**src/rtl/ptp_tc_pkg.sv**
```systemverilog
package ptp_tc_pkg;
    localparam int ADDR_W = 3;

    typedef enum logic [ADDR_W-1:0] {
        REG_CTRL    = 3'd0,
        REG_INC     = 3'd1,
        REG_ADD_STG = 3'd2,
        REG_SEC_STG = 3'd3,
        REG_NS_STG  = 3'd4,
        REG_SEC_RD  = 3'd5,
        REG_NS_RD   = 3'd6,
        REG_ADD_ACT = 3'd7
    } reg_addr_e;

    localparam int CB_FINE = 0;
    localparam int CB_DEC  = 1;
    localparam int CB_INIT = 2;
    localparam int CB_UPD  = 3;
    localparam int CB_ADD  = 4;

    // packed so that bit 0 is fine, bit 4 is addend pending
    typedef struct packed {
        logic p_add;
        logic p_upd;
        logic p_init;
        logic dec;
        logic fine;
    } ctrl_t;
endpackage

```
**src/rtl/ptp_tc_rolladd.sv**
```systemverilog
// Sub-second adder with wrap at a selectable modulus.
module ptp_tc_rolladd #(
    parameter int W = 31
) (
    input  logic [W-1:0] a,
    input  logic [W-1:0] b,
    input  logic [W:0]   modulus,
    output logic [W-1:0] sum,
    output logic         wrap
);
    logic [W:0] raw;
    logic [W:0] reduced;

    always_comb begin
        raw     = {1'b0, a} + {1'b0, b};
        reduced = raw - modulus;
        wrap    = (raw >= modulus);
        sum     = wrap ? reduced[W-1:0] : raw[W-1:0];
    end
endmodule

```
**src/rtl/ptp_tc_accum.sv**
```systemverilog
// Frequency-trim accumulator: decides whether the time advances this clock.
module ptp_tc_accum #(
    parameter int ACC_W = 32
) (
    input  logic             fine,
    input  logic [ACC_W-1:0] acc_q,
    input  logic [ACC_W-1:0] addend,
    output logic [ACC_W-1:0] acc_d,
    output logic             advance
);
    logic [ACC_W:0] total;

    always_comb begin
        total = {1'b0, acc_q} + {1'b0, addend};
        if (fine) begin
            acc_d   = total[ACC_W-1:0];
            advance = total[ACC_W];
        end else begin
            acc_d   = acc_q;
            advance = 1'b1;
        end
    end
endmodule

```
**src/rtl/ptp_tc_regs.sv**
```systemverilog
// Control, staging and active-addend registers with self-clearing commands.
module ptp_tc_regs
    import ptp_tc_pkg::*;
#(
    parameter int DATA_W = 32,
    parameter int ACC_W  = 32,
    parameter int INC_W  = 8
) (
    input  logic              clk,
    input  logic              rst_n,
    input  logic              wr_en,
    input  logic [ADDR_W-1:0] wr_addr,
    input  logic [DATA_W-1:0] wr_data,
    output ctrl_t             ctrl,
    output logic [INC_W-1:0]  inc,
    output logic [ACC_W-1:0]  add_stg,
    output logic [ACC_W-1:0]  add_act,
    output logic [DATA_W-1:0] sec_stg,
    output logic [DATA_W-1:0] ns_stg
);
    typedef struct packed {
        ctrl_t             ctrl;
        logic [INC_W-1:0]  inc;
        logic [ACC_W-1:0]  add_stg;
        logic [ACC_W-1:0]  add_act;
        logic [DATA_W-1:0] sec_stg;
        logic [DATA_W-1:0] ns_stg;
    } regs_t;

    regs_t r_d, r_q;

    always_comb begin
        r_d = r_q;
        // every pending command executes this clock and clears
        r_d.ctrl.p_init = 1'b0;
        r_d.ctrl.p_upd  = 1'b0;
        r_d.ctrl.p_add  = 1'b0;
        if (r_q.ctrl.p_add) begin
            r_d.add_act = r_q.add_stg;
        end
        if (wr_en) begin
            case (reg_addr_e'(wr_addr))
                REG_CTRL: begin
                    r_d.ctrl.fine   = wr_data[CB_FINE];
                    r_d.ctrl.dec    = wr_data[CB_DEC];
                    r_d.ctrl.p_init = wr_data[CB_INIT] & ~r_q.ctrl.p_init;
                    r_d.ctrl.p_upd  = wr_data[CB_UPD]  & ~r_q.ctrl.p_upd;
                    r_d.ctrl.p_add  = wr_data[CB_ADD]  & ~r_q.ctrl.p_add;
                end
                REG_INC:     r_d.inc     = wr_data[INC_W-1:0];
                REG_ADD_STG: r_d.add_stg = wr_data[ACC_W-1:0];
                REG_SEC_STG: r_d.sec_stg = wr_data;
                REG_NS_STG:  r_d.ns_stg  = wr_data;
                default: ;
            endcase
        end
    end

    always_ff @(posedge clk or negedge rst_n) begin
        if (!rst_n) begin
            r_q <= '0;
        end else begin
            r_q <= r_d;
        end
    end

    assign ctrl    = r_q.ctrl;
    assign inc     = r_q.inc;
    assign add_stg = r_q.add_stg;
    assign add_act = r_q.add_act;
    assign sec_stg = r_q.sec_stg;
    assign ns_stg  = r_q.ns_stg;
endmodule

```
**src/rtl/ptp_time_counter.sv**
```systemverilog
module ptp_time_counter
    import ptp_tc_pkg::*;
#(
    parameter int          DATA_W  = 32,
    parameter int          ACC_W   = 32,
    parameter int          INC_W   = 8,
    parameter int unsigned DEC_MOD = 1_000_000_000
) (
    input  logic              clk,
    input  logic              rst_n,
    input  logic              wr_en,
    input  logic [2:0]        wr_addr,
    input  logic [DATA_W-1:0] wr_data,
    input  logic              rd_en,
    input  logic [2:0]        rd_addr,
    output logic [DATA_W-1:0] rd_data,
    output logic [DATA_W-1:0] sec_o,
    output logic [DATA_W-2:0] ns_o
);
    localparam int NS_W = DATA_W - 1;
    localparam logic [NS_W:0] MOD_BIN = {1'b1, {NS_W{1'b0}}};
    localparam logic [NS_W:0] MOD_DEC = (NS_W+1)'(DEC_MOD);

    typedef struct packed {
        logic [DATA_W-1:0] sec;
        logic [NS_W-1:0]   ns;
        logic [ACC_W-1:0]  acc;
        logic [NS_W-1:0]   snap;
        logic [DATA_W-1:0] rd;
    } time_t;

    time_t t_d, t_q;

    ctrl_t             ctrl;
    logic [INC_W-1:0]  inc;
    logic [ACC_W-1:0]  add_stg;
    logic [ACC_W-1:0]  add_act;
    logic [DATA_W-1:0] sec_stg;
    logic [DATA_W-1:0] ns_stg;
    logic [ACC_W-1:0]  acc_next;
    logic              advance;
    logic [NS_W:0]     modulus;
    logic [NS_W-1:0]   tick_sum;
    logic              tick_wrap;
    logic [NS_W-1:0]   off_sum;
    logic              off_wrap;
    logic              off_sub;

    ptp_tc_regs #(
        .DATA_W (DATA_W),
        .ACC_W  (ACC_W),
        .INC_W  (INC_W)
    ) regs_i (
        .clk     (clk),
        .rst_n   (rst_n),
        .wr_en   (wr_en),
        .wr_addr (wr_addr),
        .wr_data (wr_data),
        .ctrl    (ctrl),
        .inc     (inc),
        .add_stg (add_stg),
        .add_act (add_act),
        .sec_stg (sec_stg),
        .ns_stg  (ns_stg)
    );

    ptp_tc_accum #(
        .ACC_W (ACC_W)
    ) accum_i (
        .fine    (ctrl.fine),
        .acc_q   (t_q.acc),
        .addend  (add_act),
        .acc_d   (acc_next),
        .advance (advance)
    );

    assign modulus = ctrl.dec ? MOD_DEC : MOD_BIN;
    assign off_sub = ns_stg[DATA_W-1];

    ptp_tc_rolladd #(
        .W (NS_W)
    ) tick_add_i (
        .a       (t_q.ns),
        .b       (NS_W'(inc)),
        .modulus (modulus),
        .sum     (tick_sum),
        .wrap    (tick_wrap)
    );

    ptp_tc_rolladd #(
        .W (NS_W)
    ) offset_add_i (
        .a       (t_q.ns),
        .b       (ns_stg[NS_W-1:0]),
        .modulus (modulus),
        .sum     (off_sum),
        .wrap    (off_wrap)
    );

    always_comb begin
        t_d     = t_q;
        t_d.acc = acc_next;
        if (ctrl.p_init) begin
            t_d.sec = sec_stg;
            t_d.ns  = ns_stg[NS_W-1:0];
        end else if (ctrl.p_upd) begin
            // a subtraction borrows unless the sub-second sum wrapped
            t_d.ns  = off_sum;
            t_d.sec = t_q.sec + sec_stg + DATA_W'(off_wrap) - DATA_W'(off_sub);
        end else if (advance) begin
            t_d.ns  = tick_sum;
            t_d.sec = t_q.sec + DATA_W'(tick_wrap);
        end
        if (rd_en) begin
            case (reg_addr_e'(rd_addr))
                REG_CTRL:    t_d.rd = DATA_W'(ctrl);
                REG_INC:     t_d.rd = DATA_W'(inc);
                REG_ADD_STG: t_d.rd = DATA_W'(add_stg);
                REG_SEC_STG: t_d.rd = sec_stg;
                REG_NS_STG:  t_d.rd = ns_stg;
                REG_SEC_RD: begin
                    t_d.rd   = t_q.sec;
                    t_d.snap = t_q.ns;
                end
                REG_NS_RD:   t_d.rd = DATA_W'(t_q.snap);
                REG_ADD_ACT: t_d.rd = DATA_W'(add_act);
                default:     t_d.rd = '0;
            endcase
        end
    end

    always_ff @(posedge clk or negedge rst_n) begin
        if (!rst_n) begin
            t_q <= '0;
        end else begin
            t_q <= t_d;
        end
    end

    assign sec_o   = t_q.sec;
    assign ns_o    = t_q.ns;
    assign rd_data = t_q.rd;
endmodule

```
**config.mk**
```make
export PLATFORM = sky130hd
export DESIGN_NAME = ptp_time_counter
export DESIGN_NICKNAME = d
export VERILOG_FILES = /design/src/rtl/ptp_tc_pkg.sv /design/src/rtl/ptp_tc_rolladd.sv /design/src/rtl/ptp_tc_accum.sv /design/src/rtl/ptp_tc_regs.sv /design/src/rtl/ptp_time_counter.sv
export SDC_FILE = /design/constraint.sdc
export NUM_CORES = 1
export LEC_CHECK = 0
export BUFFER_PORTS_ARGS = -buffer_cell sky130_fd_sc_hd__buf_2
export CORE_ASPECT_RATIO = 0.7
export CORE_MARGIN = 8
export CORE_UTILIZATION = 45
export DETAILED_ROUTE_END_ITERATION = 8
export PLACE_DENSITY = 0.63
export SLEW_MARGIN = 0
export SYNTH_ARGS = -nofsm -noshare
export SYNTH_HDL_FRONTEND = slang
export SYNTH_HIERARCHICAL = 1
export SYNTH_SLANG_ARGS = --single-unit
```
**constraint.sdc**
```tcl
create_clock -name clk -period 6 [get_ports clk]
set_input_delay 0.6 -clock clk [delete_from_list [all_inputs] [get_ports clk]]
set_output_delay 0.6 -clock clk [all_outputs]
set_load 0.005 [all_outputs]
```
==> results by group, run 1 <==
Timing
  – Setup TNS: -1.18 ns
  – Max-slew violation count: 0
  – Max Clk Rate: 0.160 GHz
  – Final hold vios: 0
  – Slew at the pin closest to its max-slew limit: 1.25 ns
  – Post-route worst setup slack: -0.241 ns
  – Slew headroom: 16.9%
  – Final setup violation count: 7
  – RSZ-0062 raised after global routing: yes
  – Final Cycle Share: 104%
  – Minimum clock period: 6.24 ns
  – Clock Skews: 0.0297 ns

Finish
  – Layout Nets: 3501
  – Post-route cell area: 0.0303 sq mm
  – Diode count: 0
  – Synth-to-Final Area Change: 13.6%
  – Fraction of layout cells with a size suffix above 1: 22.9%
  – Final Non-Filler Cells: 4057

Critical path
  – Critical path's top delay family: compound AO/OA/AOI/OAI gates
  – Crit-path slowest cell: dfrtp_1
  – R2R cell count: 28
  – Arr. time, crit path: 6.66 ns
  – RR Endpoint: sec_o[28]$_DFFE_PN0P_
  – Crit Path Class: reg2reg
  – Worst Setup EP: sec_o[28]$_DFFE_PN0P_
  – CP Max Fanout: 4
  – Crit. Startpoint: ns_o[4]$_DFFE_PN0P_
  – Buf+Inv Stages, Crit Path: 2
  – Worst flop-to-flop path startpoint: ns_o[4]$_DFFE_PN0P_
  – Reg2reg setup slack: -0.24 ns
  – CP Launch Type: register
  – CP required: 6.42 ns
  – CP max stage delay: 0.38 ns
  – CP endpoint kind: register
  – Critical Path Stages: 28

Synthesis
  – Distinct cells, synth: 97
  – EDFF count, synth: 0
  – Ys Warns: 6
  – Asr flop ratio synth: 100%
  – Most common flop cell mapped by yosys: dfrtp_1
  – Post-synthesis sequential area ratio: 28.0%
  – Syn Area/Cell: 8.83 sq um
  – Mapped Cells: 3021
  – FF+latch count, synth: 299
  – Post-Syn Area: 0.0267 sq mm

Floorplanning
  – FP Rows: 74
  – Die area: 0.0675 sq mm
  – Initial Util: 45.6%
  – Die height: 220 microns
  – I/O pin total: 137
  – Core Region: 0.0585 sq mm
  – Die width: 307 microns

Clock network
  – CTS Buf Count: 36
  – Sink Count: 299
  – Worst-Skew Late Latency: 0.56 ns
  – Clk root buf: clkbuf_16
  – Clock slew at reported path FFs: 0.06 ns
  – Clock Path Buffers: 3
  – H-tree levels: 2
  – CTS tree: yes

Detailed routing
  – Wire per inst: 21.7 microns
  – Via count: 23412
  – 1st-pass router iterations: 6
  – Post-DRT Antenna Nets: 0
  – DRC violations left: 0
  – WL final: 87900 microns
  – First-iteration detailed-routing DRC count: 1766
  – Vias/cell: 5.77

Run status
  – Failing checks: setup timing
  – Run status: finished, violations left

Placement
  – Hpwl dp: 67900 microns
  – Post-DP Area: 0.0288 sq mm
  – Number of cells after detailed placement: 3978
  – # port buffers: 136
  – Placer congestion estimate: 0.966

Global routing
  – Grt peak-use layer: met2
  – Grt met3 use: 4.08%
  – GR Layer Usage met1: 37.1%
  – First-pass GRT wire length: 136000 microns
  – Pin count of the biggest net entering global routing: 153
  – Vias in the first global route: 23060
  – Grt total ovfl: 0
  – Grt met2 use: 38.6%
  – GRT Overall Usage: 25.4%
  – Initial antenna violation count: 0

Flow run
  – Max capacitance violation total: 0

Hold path
  – Hold Path Class: in2async
cell type report:
| class | instances | area, sq um |
|---|---|---|
| Tap cell | 798 | 998 |
| Sequential cell | 299 | 7490 |
| Inverter | 249 | 935 |
| Timing Repair Buffer | 350 | 2310 |
| Multi-Input combinational cell | 2295 | 17300 |
| Clock inverter | 14 | 175 |
| Clock buffer | 52 | 1070 |
| Fill cell | 5534 | 28200 |
logic make-up (layout without fill, tap and decap cells):
| logic type | Yosys count | count (layout) | share of synthesized area, % |
|---|---|---|---|
| other | 1 | 59 | 0.0141 |
| AND/OR/NAND/NOR | 696 | 696 | 12.6 |
| buffers and inverters | 485 | 665 | 8.74 |
| XOR/XNOR | 182 | 182 | 5.98 |
| AO/OA/AOI/OAI | 849 | 849 | 21.3 |
| adder cells (fa/ha/maj) | 228 | 228 | 10.9 |
| multiplexers | 281 | 281 | 12.4 |
| flip-flops | 299 | 299 | 28.0 |
timing repair:
item,4_1_cts,5_1_grt
gates cloned,0,0
pin swaps,13,21
setup buffers,1,12
gates resized for setup,7,32
hold buffers,0,0
setup endpoints to repair,12,54
state kept, by name, summed over array words and instances (netlist names):
register	cells
t_q	63
regs_i/add_stg	32
sec_o	32
rd_data	32
regs_i/sec_stg	32
regs_i/inc	8
regs_i/ctrl	5
regs_i/ns_stg	32
ns_o	31
regs_i/add_act	32
per-stage QoR:
stage / setup WS [ns] / hold WS (ns) / util, %
global route: -0.523 / 0.131 / 51.8
detailed placement: -0.351 / 0.480 / 49.2
floorplan: -0.278 / 0.304 / -
global placement: -0.272 / 0.468 / 49.2
finish: -0.241 / 0.0794 / 51.8
CTS: -0.235 / 0.0916 / 51.4
cell usage in the layout, fill, tap and decap left out, types with 97 or more instances in the layout:
cell type / count
dfrtp_1: 296
inv_1: 245
a21oi_1: 240
ha_1: 216
buf_4: 212
nand2_1: 206
mux2_2: 184
nor2_1: 182
o21ai_0: 145
buf_2: 135
xnor2_1: 124
a21o_1: 97
how the worst min path moves through the flow:
stage,startpoint,endpoint,slack (ns),cells after the start
2_1_floorplan,rst_n,ns_o[0]$_DFFE_PN0P_,0.30,0
3_3_place_gp,t_q[71]$_DFF_PN0_,t_q[71]$_DFF_PN0_,0.47,1
3_5_place_dp,t_q[71]$_DFF_PN0_,t_q[71]$_DFF_PN0_,0.48,1
4_1_cts,rst_n,sec_o[8]$_DFFE_PN0P_,0.09,1
5_1_grt,rst_n,sec_o[7]$_DFFE_PN0P_,0.13,1
6_report,rst_n,sec_o[7]$_DFFE_PN0P_,0.08,1
cell usage after synthesis (22+ instances only):
master / n / share of area [%]
a211oi_1: 22 / 0.62
a21o_1: 97 / 2.7
a21oi_1: 249 / 4.7
a22oi_1: 82 / 2.3
a41oi_1: 29 / 0.95
and3_1: 35 / 0.82
buf_4: 96 / 2.7
clkbuf_1: 92 / 1.3
dfrtp_1: 299 / 28
ha_1: 221 / 10
inv_1: 249 / 3.5
mux2_2: 184 / 7.8
mux2_4: 48 / 2.7
mux2i_1: 42 / 1.6
nand2_1: 206 / 2.9
nand3_1: 68 / 1.3
nand4_1: 44 / 1.0
nor2_1: 189 / 2.7
nor2b_1: 25 / 0.59
nor3_1: 31 / 0.58
o211ai_1: 24 / 0.68
o21ai_0: 150 / 2.8
xnor2_1: 125 / 4.1
xor2_1: 57 / 1.9
layer usage:
layer,vias to the layer above,part of all wire [%]
met4,0,2.5
met3,114,6.5
met2,710,43
met5,-,0
li1,11173,-
met1,11415,48
worst register-to-register path, delay by kind of cell (launching register included):
family	cells	cell delay (ns)
AOI/OAI and AO/OA	16	3.35
adders and majority gates	4	1.15
and+or+nand+nor	4	0.75
DFF	1	0.38
xor gates and xnor gates	2	0.34
buffers and inverters	2	0.13
Power of run 1 is left out: the tool's default activity adds up to more than one toggle a clock period on the data nets, which glitch-free logic cannot reach.
==> run 2, diff against run 1 <==
--- a/config.mk
+++ b/config.mk
@@ -8,11 +8,11 @@
 export BUFFER_PORTS_ARGS = -buffer_cell sky130_fd_sc_hd__buf_2
 export CORE_ASPECT_RATIO = 0.7
 export CORE_MARGIN = 8
-export CORE_UTILIZATION = 45
+export CORE_UTILIZATION = 55
 export DETAILED_ROUTE_END_ITERATION = 8
-export PLACE_DENSITY = 0.63
+export GPL_TIMING_DRIVEN = 0
+export PLACE_DENSITY = 0.75
 export SLEW_MARGIN = 0
 export SYNTH_ARGS = -nofsm -noshare
 export SYNTH_HDL_FRONTEND = slang
-export SYNTH_HIERARCHICAL = 1
 export SYNTH_SLANG_ARGS = --single-unit
==> run 2 against run 1 <==
Net effect:
- the run still ends with setup timing left
- synthesized cell count fell by 16%
- count of clock-buffer cells in the layout is 7 lower
- final cell count decreased by 18%
==> results by group, run 2 <==
Run status
  – Run status: finished, violations left
  – Failing checks: setup timing

Detailed routing
  – First-iteration detailed-routing DRC count: 2751 (+56%)
  – Vias/cell: 6.56 (+14%)
  – 1st-pass router iterations: 6 (unchanged)
  – M1 wire length: 40600 microns (-4.5%)
  – DRC violations left: 0 (unchanged)
  – Max Used Layer: met5
  – Wire per inst: 26.9 microns (+24%)
  – WL met2: 35700 microns (-4.8%)
  – WL final: 89600 microns (+1.9%)
  – Via count: 21872 (-6.6%)
  – Metal3 WL: 9990 microns (+75%)
  – Post-DRT Antenna Nets: 0 (unchanged)

Clock network
  – CTS tree: yes
  – Clock Path Buffers: 3 (unchanged)
  – CTS Buf Count: 31 (-14%)
  – Sink Count: 299 (unchanged)
  – Clock slew at reported path FFs: 0.07 ns (about the same)
  – Clk root buf: clkbuf_16
  – Worst-Skew Late Latency: 0.60 ns (+0.04 ns)
  – H-tree levels: 1 (-1)

Global routing
  – Vias in the first global route: 20545 (-11%)
  – First-pass GRT wire length: 131000 microns (-3.8%)
  – GRT Overall Usage: 35.1% (+9.7 points)
  – Pin count of the biggest net entering global routing: 105 (-31%)
  – Initial antenna violation count: 1 (+1)
  – Grt total ovfl: 0 (unchanged)

Synthesis
  – Mapped Cells: 2536 (-16%)
  – Post-synthesis sequential area ratio: 32.4% (+4.3 points)
  – Top-count cell post-synth: dfrtp_1
  – Asr flop ratio synth: 100% (unchanged)
  – Top post-synthesis cells by count: dfrtp_1 (299), mux2_2 (197), inv_1 (170)
  – Syn Area/Cell: 9.12 sq um (+3.3%)
  – Ys Warns: 0 (-6)
  – EDFF count, synth: 0 (unchanged)
  – Share of the synthesized area in the top cell type: 32.4% (+4.3 points)
  – Most common flop cell mapped by yosys: dfrtp_1
  – Post-Syn Area: 0.0231 sq mm (-13%)
  – Mapped Nets: 2747
  – FF+latch count, synth: 299 (unchanged)
  – Largest area contributor in the netlist: dfrtp_1
  – Area contributors post-synth: dfrtp_1 (32%), mux2_2 (9.6%), ha_1 (8.9%), xnor2_1 (3.9%), a21oi_1 (3.5%)
  – Distinct cells, synth: 89 (-8.2%)

Finish
  – Finished Core Util: 64.1% (+12 points)
  – Synth-to-Final Area Change: 16.2%
  – Diode count: 0 (unchanged)
  – Max reg flops: 63 (unchanged)
  – Most common cell after layout, fill and taps aside: dfrtp_1
  – Fraction of layout cells with a size suffix above 1: 25.9% (+3.0 points)
  – Layout Nets: 2973 (-15%)
  – Post-route cell area: 0.0269 sq mm (-11%)
  – Filler Cells Inserted: 3554 (-36%)
  – Most frequent cells in the layout: dfrtp_1 (285), mux2_2 (197), inv_1 (169), buf_4 (158), nor2_1 (157)
  – Top reg by flops: t_q
  – Final Non-Filler Cells: 3334 (-18%)

Critical path
  – Crit Path Class: reg2reg
  – CP endpoint kind: register
  – Worst flop-to-flop path startpoint: regs_i.ns_stg[0]$_DFFE_PN0P_
  – Crit-path slowest cell: dfrtp_2
  – CP Launch Type: register
  – RR Endpoint: sec_o[28]$_DFFE_PN0P_
  – Reg2reg setup slack: -1.44 ns (-1.20 ns)
  – CP most frequent cell: a21oi_2
  – CP Max Fanout: 5 (+1)
  – CP max stage delay: 0.44 ns (+0.06 ns)
  – CP required: 6.42 ns (about the same)
  – Arr. time, crit path: 7.86 ns (+1.20 ns)
  – R2R cell count: 35 (+25%)

Pwr
  – NetSw: 8.50 mW
  – Leakage power: 12.0 nW
  – Switching Share: 48.7%
  – PD cells: 649 mW/mm^2
  – Clock Power Share: 10.9%
  – Max IR drop VDD: 0.360 mV
  – Gate power share: 67.7%
  – Int Power: 8.94 mW
  – Sequential Power Share: 21.4%
  – Overall power: 17.4 mW

Timing
  – Slew headroom: 3.77% (-13 points)
  – Max-slew violation count: 0 (unchanged)
  – Final hold slack: 0.0611 ns (-0.0182 ns)
  – Final Cycle Share: 124% (+20 points)
  – Slew at the pin closest to its max-slew limit: 1.44 ns (+0.198 ns)
  – Final hold vios: 0 (unchanged)
  – Clock Skews: 0.0305 ns (+0.000849 ns)
  – Final setup violation count: 32 (+25)
  – Minimum clock period: 7.44 ns (+1.20 ns)
  – Max Clk Rate: 0.134 GHz (-16%)
  – Post-route worst setup slack: -1.44 ns (-1.20 ns)
  – RSZ-0062 raised after global routing: yes

Placement
  – Post-DP Area: 0.0248 sq mm (-14%)
  – # port buffers: 133 (-2.2%)
  – Number of cells after detailed placement: 3223 (-19%)
  – Hpwl dp: 67200 microns (-1.0%)
  – Placer congestion estimate: 0.987 (+2.2%)

Floorplanning
  – Die height: 188 microns (-15%)
  – Core Region: 0.0419 sq mm (-28%)
  – Die area: 0.0490 sq mm (-27%)
  – Initial Util: 55.1% (+9.6 points)
  – FP Rows: 63 (-15%)
  – Die width: 261 microns (-15%)
  – I/O pin total: 137 (unchanged)

Flow run
  – Max capacitance violation total: 0 (unchanged)

Hold path
  – Hold Path Class: in2async
[run 2: final cells by class]
class,count,area (sq um),share of cell area (%)
multi-input combinational,1857,14700,54.6
sequential,299,7500,27.9
timing repair buffer,198,1210,4.49
buffer,203,1200,4.49
clock buffer,45,868,3.23
tap,552,691,2.57
inverter,172,651,2.42
clock inverter,8,75.1,0.279
[run 2: logic make-up (layout without fill, tap and decap cells)]
group	Yosys count	after routing	share of synthesized area [%]
AOI/OAI and AO/OA	720	720	21.2
xor gates and xnor gates	157	157	5.98
adders and majority gates	169	169	9.31
buffers and inverters	380	626	7.79
DFF	299	299	32.4
muxes	223	223	10.9
and+or+nand+nor	588	588	12.4
[run 2: critical path, delay by kind of cell (launching register included)]
| family | cells | cell delay [ns] |
|---|---|---|
| and+or+nand+nor | 9 | 1.49 |
| DFF | 1 | 0.44 |
| AOI/OAI and AO/OA | 16 | 2.95 |
| adders and majority gates | 6 | 1.88 |
| buffers and inverters | 2 | 0.24 |
| xor gates and xnor gates | 2 | 0.25 |
[run 2: worst max-delay path by stage]
stage	from	endpoint	slack, ns	depth (start not counted)
final	regs_i.ns_stg[0]$_DFFE_PN0P_	sec_o[28]$_DFFE_PN0P_	-1.44	35
after global routing	regs_i.ns_stg[0]$_DFFE_PN0P_	sec_o[30]$_DFFE_PN0P_	-1.61	34
after CTS	regs_i.ns_stg[0]$_DFFE_PN0P_	sec_o[30]$_DFFE_PN0P_	-1.32	35
after detailed placement	ns_o[12]$_DFFE_PN0P_	sec_o[26]$_DFFE_PN0P_	-2.39	32
after global placement	ns_o[12]$_DFFE_PN0P_	sec_o[26]$_DFFE_PN0P_	-2.37	32
after floorplan	ns_o[10]$_DFFE_PN0P_	sec_o[26]$_DFFE_PN0P_	-0.69	35
[run 2: through the flow]
| step | TNS [ns] | worst slack, ns |
|---|---|---|
| 2_1_floorplan | -5.47 | -0.689 |
| 3_3_place_gp | -445.39 | -2.37 |
| 3_5_place_dp | -51.51 | -2.39 |
| 4_1_cts | -23.91 | -1.32 |
| 5_1_grt | -32.40 | -1.61 |
| 6_report | -26.83 | -1.44 |
[run 2: power by group through the flow]
stage	logic, mW	registers, mW	clock network [mW]
3_3_place_gp	10.1	3.70	0
5_1_grt	12.7	3.76	1.99
4_1_cts	11.0	3.67	1.91
2_1_floorplan	7.92	3.22	0
6_report	11.8	3.73	1.91
3_5_place_dp	10.3	3.72	0
[run 2: per-layer routing]
metal  GRT usage [%]  vias to the layer above
li1                -                     9620
met1            53.5                    10781
met2            48.5                     1269
met3            7.60                      200
met4            10.9                        2
met5               0                        -
[run 2: repair_timing]
item,in CTS,in global routing
hold buffers,0,0
setup endpoints to repair,32,47
pin swaps,67,56
cloned,0,0
resized for setup,81,76
buffers inserted,39,25
No activity file was read; power rests on OpenSTA's default activity.
